--- src/rtl/cpt_pkg.sv ---
package cpt_pkg;
  typedef enum logic [2:0] {
    ST_IDLE,
    ST_HEAD,
    ST_TAG,
    ST_NEXT,
    ST_ENT
  } walk_st_e;
endpackage

--- src/rtl/cpt_hash.sv ---
module cpt_hash #(
  parameter int VPN_W  = 20,
  parameter int ADDR_W = 16,
  parameter int OFF_W  = 2,
  localparam int VPBN_W = VPN_W - OFF_W
) (
  input  logic [VPN_W-1:0]  vpn_i,
  input  logic [ADDR_W-1:0] base_i,
  input  logic [ADDR_W-1:0] bucket_cnt_i,
  output logic [VPBN_W-1:0] vpbn_o,
  output logic [OFF_W-1:0]  off_o,
  output logic [ADDR_W-1:0] head_addr_o
);
  logic [ADDR_W-1:0] vb_t;

  assign vpbn_o = vpn_i[VPN_W-1:OFF_W];
  assign off_o  = vpn_i[OFF_W-1:0];

  generate
    if (VPBN_W >= ADDR_W) begin : g_trunc
      assign vb_t = vpbn_o[ADDR_W-1:0];
    end else begin : g_ext
      assign vb_t = ADDR_W'(vpbn_o);
    end
  endgenerate

  assign head_addr_o = base_i + (vb_t & (bucket_cnt_i - ADDR_W'(1)));
endmodule

--- src/rtl/cpt_entry_dec.sv ---
module cpt_entry_dec #(
  parameter int DATA_W  = 32,
  parameter int FRAME_W = 20,
  parameter int ATTR_W  = 4
) (
  input  logic [DATA_W-1:0]  word_i,
  output logic [FRAME_W-1:0] frame_o,
  output logic [ATTR_W-1:0]  attr_o,
  output logic               valid_o
);
  assign frame_o = word_i[FRAME_W-1:0];
  assign attr_o  = word_i[FRAME_W+ATTR_W-1:FRAME_W];
  assign valid_o = attr_o[0];
endmodule

--- src/rtl/cpt_node_cnt.sv ---
module cpt_node_cnt #(
  parameter int MAX_NODES = 16,
  localparam int CNT_W = $clog2(MAX_NODES + 1)
) (
  input  logic clk_i,
  input  logic rst_ni,
  input  logic clr_i,
  input  logic inc_i,
  output logic at_limit_o
);
  logic [CNT_W-1:0] cnt_q;

  always_ff @(posedge clk_i or negedge rst_ni) begin
    if (!rst_ni)     cnt_q <= '0;
    else if (clr_i)  cnt_q <= '0;
    else if (inc_i)  cnt_q <= cnt_q + CNT_W'(1);
  end

  assign at_limit_o = (cnt_q == CNT_W'(MAX_NODES));

  // never count past the limit
  a_r7_cnt_bound: assert property (@(posedge clk_i) disable iff (!rst_ni)
    cnt_q <= CNT_W'(MAX_NODES));
endmodule

--- src/rtl/cpt_walker.sv ---
module cpt_walker
  import cpt_pkg::*;
#(
  parameter int VPN_W     = 20,
  parameter int ADDR_W    = 16,
  parameter int DATA_W    = 32,
  parameter int FRAME_W   = 20,
  parameter int ATTR_W    = 4,
  parameter int MAX_NODES = 16,
  localparam int OFF_W    = 2,
  localparam int VPBN_W   = VPN_W - OFF_W
) (
  input  logic               clk_i,
  input  logic               rst_ni,
  input  logic               start_i,
  input  logic [VPN_W-1:0]   vpn_i,
  input  logic [ADDR_W-1:0]  base_i,
  input  logic [ADDR_W-1:0]  bucket_cnt_i,
  output logic               busy_o,
  output logic               mem_req_o,
  output logic [ADDR_W-1:0]  mem_addr_o,
  input  logic               mem_rvalid_i,
  input  logic [DATA_W-1:0]  mem_rdata_i,
  output logic               done_o,
  output logic               hit_o,
  output logic               err_o,
  output logic [FRAME_W-1:0] frame_o,
  output logic [ATTR_W-1:0]  attr_o
);
  walk_st_e          state_q;
  logic [VPN_W-1:0]  vpn_q;
  logic [ADDR_W-1:0] base_q, bcnt_q, ptr_q;
  logic              match_q;

  logic [VPBN_W-1:0] vpbn;
  logic [OFF_W-1:0]  off;
  logic [ADDR_W-1:0] head_addr;
  logic [FRAME_W-1:0] ent_frame;
  logic [ATTR_W-1:0]  ent_attr;
  logic               ent_valid;
  logic               at_limit, cnt_clr, cnt_inc;
  logic               rd_null, tag_eq;

  cpt_hash #(.VPN_W(VPN_W), .ADDR_W(ADDR_W), .OFF_W(OFF_W)) u_hash (
    .vpn_i(vpn_q), .base_i(base_q), .bucket_cnt_i(bcnt_q),
    .vpbn_o(vpbn), .off_o(off), .head_addr_o(head_addr)
  );

  cpt_entry_dec #(.DATA_W(DATA_W), .FRAME_W(FRAME_W), .ATTR_W(ATTR_W)) u_dec (
    .word_i(mem_rdata_i), .frame_o(ent_frame), .attr_o(ent_attr), .valid_o(ent_valid)
  );

  cpt_node_cnt #(.MAX_NODES(MAX_NODES)) u_cnt (
    .clk_i(clk_i), .rst_ni(rst_ni), .clr_i(cnt_clr), .inc_i(cnt_inc),
    .at_limit_o(at_limit)
  );

  assign rd_null   = (mem_rdata_i == '0);
  assign tag_eq    = (mem_rdata_i == DATA_W'(vpbn));
  assign busy_o    = (state_q != ST_IDLE);
  assign mem_req_o = busy_o;
  assign cnt_clr   = (state_q == ST_IDLE) && start_i;
  assign cnt_inc   = mem_rvalid_i && !rd_null &&
                     ((state_q == ST_HEAD) ||
                      (state_q == ST_NEXT && !match_q && !at_limit));

  always_comb begin
    unique case (state_q)
      ST_HEAD: mem_addr_o = head_addr;
      ST_TAG:  mem_addr_o = ptr_q;
      ST_NEXT: mem_addr_o = ptr_q + ADDR_W'(1);
      ST_ENT:  mem_addr_o = ptr_q + ADDR_W'(2) + ADDR_W'(off);
      default: mem_addr_o = '0;
    endcase
  end

  always_ff @(posedge clk_i or negedge rst_ni) begin
    if (!rst_ni) begin
      state_q <= ST_IDLE;
      vpn_q   <= '0;
      base_q  <= '0;
      bcnt_q  <= '0;
      ptr_q   <= '0;
      match_q <= 1'b0;
      done_o  <= 1'b0;
      hit_o   <= 1'b0;
      err_o   <= 1'b0;
      frame_o <= '0;
      attr_o  <= '0;
    end else begin
      done_o <= 1'b0;
      unique case (state_q)
        ST_IDLE: if (start_i) begin
          vpn_q   <= vpn_i;
          base_q  <= base_i;
          bcnt_q  <= bucket_cnt_i;
          state_q <= ST_HEAD;
        end
        ST_HEAD: if (mem_rvalid_i) begin
          if (rd_null) begin
            state_q <= ST_IDLE;
            done_o  <= 1'b1;
            hit_o   <= 1'b0;
            err_o   <= 1'b0;
            frame_o <= '0;
            attr_o  <= '0;
          end else begin
            ptr_q   <= mem_rdata_i[ADDR_W-1:0];
            state_q <= ST_TAG;
          end
        end
        ST_TAG: if (mem_rvalid_i) begin
          match_q <= tag_eq;
          state_q <= ST_NEXT;
        end
        ST_NEXT: if (mem_rvalid_i) begin
          if (match_q) begin
            state_q <= ST_ENT;
          end else if (rd_null || at_limit) begin
            state_q <= ST_IDLE;
            done_o  <= 1'b1;
            hit_o   <= 1'b0;
            err_o   <= !rd_null;
            frame_o <= '0;
            attr_o  <= '0;
          end else begin
            ptr_q   <= mem_rdata_i[ADDR_W-1:0];
            state_q <= ST_TAG;
          end
        end
        ST_ENT: if (mem_rvalid_i) begin
          state_q <= ST_IDLE;
          done_o  <= 1'b1;
          hit_o   <= ent_valid;
          err_o   <= 1'b0;
          frame_o <= ent_frame;
          attr_o  <= ent_attr;
        end
        default: state_q <= ST_IDLE;
      endcase
    end
  end

  // pending read keeps its address
  a_r9_hold_addr: assert property (@(posedge clk_i) disable iff (!rst_ni)
    mem_req_o && !mem_rvalid_i |=> mem_req_o && $stable(mem_addr_o));
  // completion is a single-cycle pulse
  a_r8_done_pulse: assert property (@(posedge clk_i) disable iff (!rst_ni)
    done_o |=> !done_o);
  // completion leaves the walker idle
  a_r8_done_idle: assert property (@(posedge clk_i) disable iff (!rst_ni)
    done_o |-> !busy_o);
  // hit and error never together
  a_r6_hit_err_excl: assert property (@(posedge clk_i) disable iff (!rst_ni)
    done_o |-> !(hit_o && err_o));
  // no request without a walk
  a_r11_idle_quiet: assert property (@(posedge clk_i) disable iff (!rst_ni)
    !busy_o |-> !mem_req_o);
endmodule

--- config.mk ---
export PLATFORM = sky130hd
export DESIGN_NAME = cpt_walker
export DESIGN_NICKNAME = d
export VERILOG_FILES = /design/src/rtl/cpt_pkg.sv /design/src/rtl/cpt_hash.sv /design/src/rtl/cpt_entry_dec.sv /design/src/rtl/cpt_node_cnt.sv /design/src/rtl/cpt_walker.sv
export SDC_FILE = /design/constraint.sdc
export NUM_CORES = 1
export LEC_CHECK = 0
export BUFFER_PORTS_ARGS = -buffer_cell sky130_fd_sc_hd__buf_2
export CAP_MARGIN = 0
export CORE_UTILIZATION = 35
export DETAILED_ROUTE_END_ITERATION = 7
export PLACE_DENSITY = 0.63
export SYNTH_ARGS = -nofsm -noshare
export SYNTH_HDL_FRONTEND = slang
export SYNTH_SLANG_ARGS = --single-unit
--- constraint.sdc ---
create_clock -name clk_i -period 6.48 [get_ports clk_i]
set_input_delay 0.324 -clock clk_i [delete_from_list [all_inputs] [get_ports clk_i]]
set_output_delay 0.324 -clock clk_i [all_outputs]
set_load 0.03 [all_outputs]
==> impl_metrics.tcl <==
set metrics [dict create \
    outcome "complete, no violations" \
    crit_chain "nor4_1 > nand2_1 > or2_0 > or3_1 > a21boi_0 > ha_1 > inv_1 > o31ai_1 > nor2b_1 > nor3_1 > xor2_1 > o21ai_0 > buf_2" \
    drt-total-wl_um 17240 \
    grt_pass1_vias 5037 \
    cts_setup_buffers 0 \
    rsz0062_at_grt "no" \
    initial_core_util_pct 35.98 \
    max-slew-margin-rel_pct 23.88 \
    fillers 1735 \
    setup_viol 0 \
    synth.top_cell.area_share_pct 41.27 \
    clockBufferDepth 2 \
    clock_latency_ns 0.36 \
    worstSetupPathType "reg2out" \
    tns_ns 0 \
    first_pass_iters 5 \
    tightest_slew_ns 1.142 \
    crit_path_max_fanout 6 \
    synth_edf_count 0 \
    arrival_ns 3.96 \
    finalPower_mw 3.886 \
    required_ns 6.16 \
    core-area_mm2 0.01736 \
    layout_commonest_cell "buf_2" \
    synth_top_cell_by_area "dfrtp_1" \
    end_kind "output pin" \
    drive_gt1_share_pct 30.36 \
    yosys_warnings 0 \
    fin_ws_ns 2.192 \
    cts_buffers 9 \
    antenna_found_initial 0 \
    synth_async_sr_flop_share_pct 100.0 \
    antenna_cells 0 \
    cts_tree "built" \
    syn_nets 735 \
    synth_mux_area_share_pct 12.00 \
    root_buffer "clkbuf_16" \
    drtAntennaViolNets 0 \
    dieArea_mm2 0.01838 \
    io_pins 133 \
    max_freq_ghz 0.2332 \
    die_w_um 135.6 \
    ctsResizeCount 0 \
    synth-compound-area-share_pct 15.79 \
    final_cell_mix "131 x buf_2, 103 x dfrtp_1, 63 x mux2_2" \
    dp.cells 949 \
    slew_viol_final 0 \
    synth_xor_xnor_area_share_pct 7.293 \
    syn_inst 622 \
    gp_congestion 0.9223 \
    track_usage_pct 19.75 \
    grt_max_degree 67 \
    clkTransAtPathRegs_ns 0.07 \
    die_h_um 135.6 \
    crit_path_start_kind "register" \
    drc 0 \
    skew_ns 0.008868 \
    grt_pass1_wl_um 27470 \
    routed_via_density 5.415 \
    nets 849 \
    rows 48 \
    synth.cell_area_mm2 0.006245 \
    cp_slowest_cell "o31ai_1" \
    synth_area_per_cell_um2 10.04 \
    period_minus_slack_ns 4.288 \
    p_per_area_mw_per_mm2 524.2 \
    hold_class "in2reg" \
    peakVddDrop_mv 0.3994 \
    vias 5231 \
    htree_levels 3 \
    wire_per_inst_um 17.85 \
    synth_top_family_by_area "compound AO/OA/AOI/OAI gates" \
    grt-ovfl-total 0 \
    preCtsSetupSlack_ns 2.678 \
    cts.sinks 103 \
    cpPeakStageDelay_ns 0.45 \
    finalCritPeriodShare_pct 66.18 \
    synth.area.top_cells "dfrtp_1 41%, mux2_2 11%, ha_1 4.6%" \
    hold_buffers 1 \
    power.leakage_nw 3.329 \
    synth_cell_type_count 58 \
    ys_ff_latch 103 \
    drt_iter0_drc 312 \
    syn_to_final_growth_pct 18.71 \
    ys_seq_area_share_pct 41.27 \
    hold_viol_final 0 \
    port_buffers 132 \
    synth_fa_ha_area_share_pct 5.249 \
    synth-simple-area-share_pct 14.87 \
    synth-main-ff-cell "dfrtp_1" \
    post-dp-hpwl_um 13180 \
    stdcell_count 966 \
    cap_violations 0 \
]
-- power by group --
group	total [mW]	leakage, nW	switching [mW]	internal (mW)
Sequential	1.24	1.28	0.354	0.886
Combinational	2.04	1.89	1.17	0.876
Clock	0.604	0.161	0.251	0.353
-- routing by layer --
layer | wire length [um] | global-route usage (%) | vias to the layer above
met1 | 7853 | 26.41 | 2534
met3 | 928 | 4.227 | 21
li1 | - | - | 2511
met4 | 281 | 5.243 | 0
met2 | 8178 | 32.14 | 165
met5 | 0 | 0 | -
-- per-stage QoR --
step	hold WS, ns	area [um2]	util, %
2_1_floorplan	0.02841	6245	-
3_3_place_gp	0.3188	7074	40.76
3_5_place_dp	0.3221	7074	40.76
4_1_cts	0.1732	7413	42.71
5_1_grt	0.1764	7413	42.71
6_report	0.1856	7413	42.71
-- worst max-delay path, delay by kind of cell (launching register included) --
kind,cells,cell delay [ns]
DFF,1,0.43
AOI/OAI and AO/OA,3,1.03
and+or+nand+nor,6,1.43
adders and majority gates,1,0.23
buffers and inverters,2,0.35
xor gates and xnor gates,1,0.14
-- kinds of logic (layout without fill, tap and decap cells) --
logic type | Yosys count | in the layout
simple gates | 181 | 181
fa+ha+maj | 25 | 25
xor+xnor | 52 | 52
compound gates | 142 | 142
mux | 67 | 67
flops | 103 | 103
buf+inv | 52 | 171
-- cell usage after synthesis (11+ instances only) --
| master | number |
|---|---|
| dfrtp_1 | 103 |
| mux2_2 | 63 |
| nand2_1 | 39 |
| nor2_1 | 36 |
| o21ai_0 | 34 |
| xnor2_1 | 32 |
| clkbuf_1 | 27 |
| a21oi_1 | 24 |
| a22o_1 | 24 |
| ha_1 | 23 |
| xor2_1 | 20 |
| inv_1 | 18 |
| nor4_1 | 16 |
| nand3_1 | 15 |
| nor3_1 | 15 |
| nand4_1 | 13 |
| and2_1 | 12 |
| a22oi_1 | 11 |
-- area by class of cell --
| type | count | area, um2 | share of cell area (%) |
|---|---|---|---|
| Multi-Input combinational cell | 467 | 3455 | 46.60 |
| Sequential cell | 103 | 2577 | 34.77 |
| Timing Repair Buffer | 137 | 703.2 | 9.485 |
| Tap cell | 225 | 281.5 | 3.797 |
| Clock buffer | 11 | 242.7 | 3.274 |
| Clock inverter | 5 | 86.33 | 1.165 |
| Inverter | 18 | 67.56 | 0.9114 |
-- worst paths after layout --
kind | slack (ns) | startpoint | end | cells past startpoint
max in group asynchronous | 4.78 | rst_ni | ptr_q[2]$_DFFE_PN0P_ | 3
max | 2.19 | bcnt_q[3]$_DFFE_PN0P_ | mem_addr_o[14] | 13
min reg2reg | 0.48 | err_o$_DFFE_PN0P_ | err_o$_DFFE_PN0P_ | 1
max reg2reg | 3.67 | state_q[0]$_DFFE_PN0P_ | ptr_q[0]$_DFFE_PN0P_ | 5
min in group asynchronous | 0.46 | rst_ni | base_q[4]$_DFFE_PN0P_ | 2
min | 0.19 | vpn_i[1] | vpn_q[1]$_DFFE_PN0P_ | 3
-- registers in the layout (all words and copies together), names as in the netlist --
signal	cells
attr_o	3
ptr_q	16
u_cnt.cnt_q	5
frame_o	20
base_q	16
vpn_q	20
state_q	3
match_q	1
hit_o	1
err_o	1
done_o	1
bcnt_q	16
No activity file was read; power rests on OpenSTA's default activity.
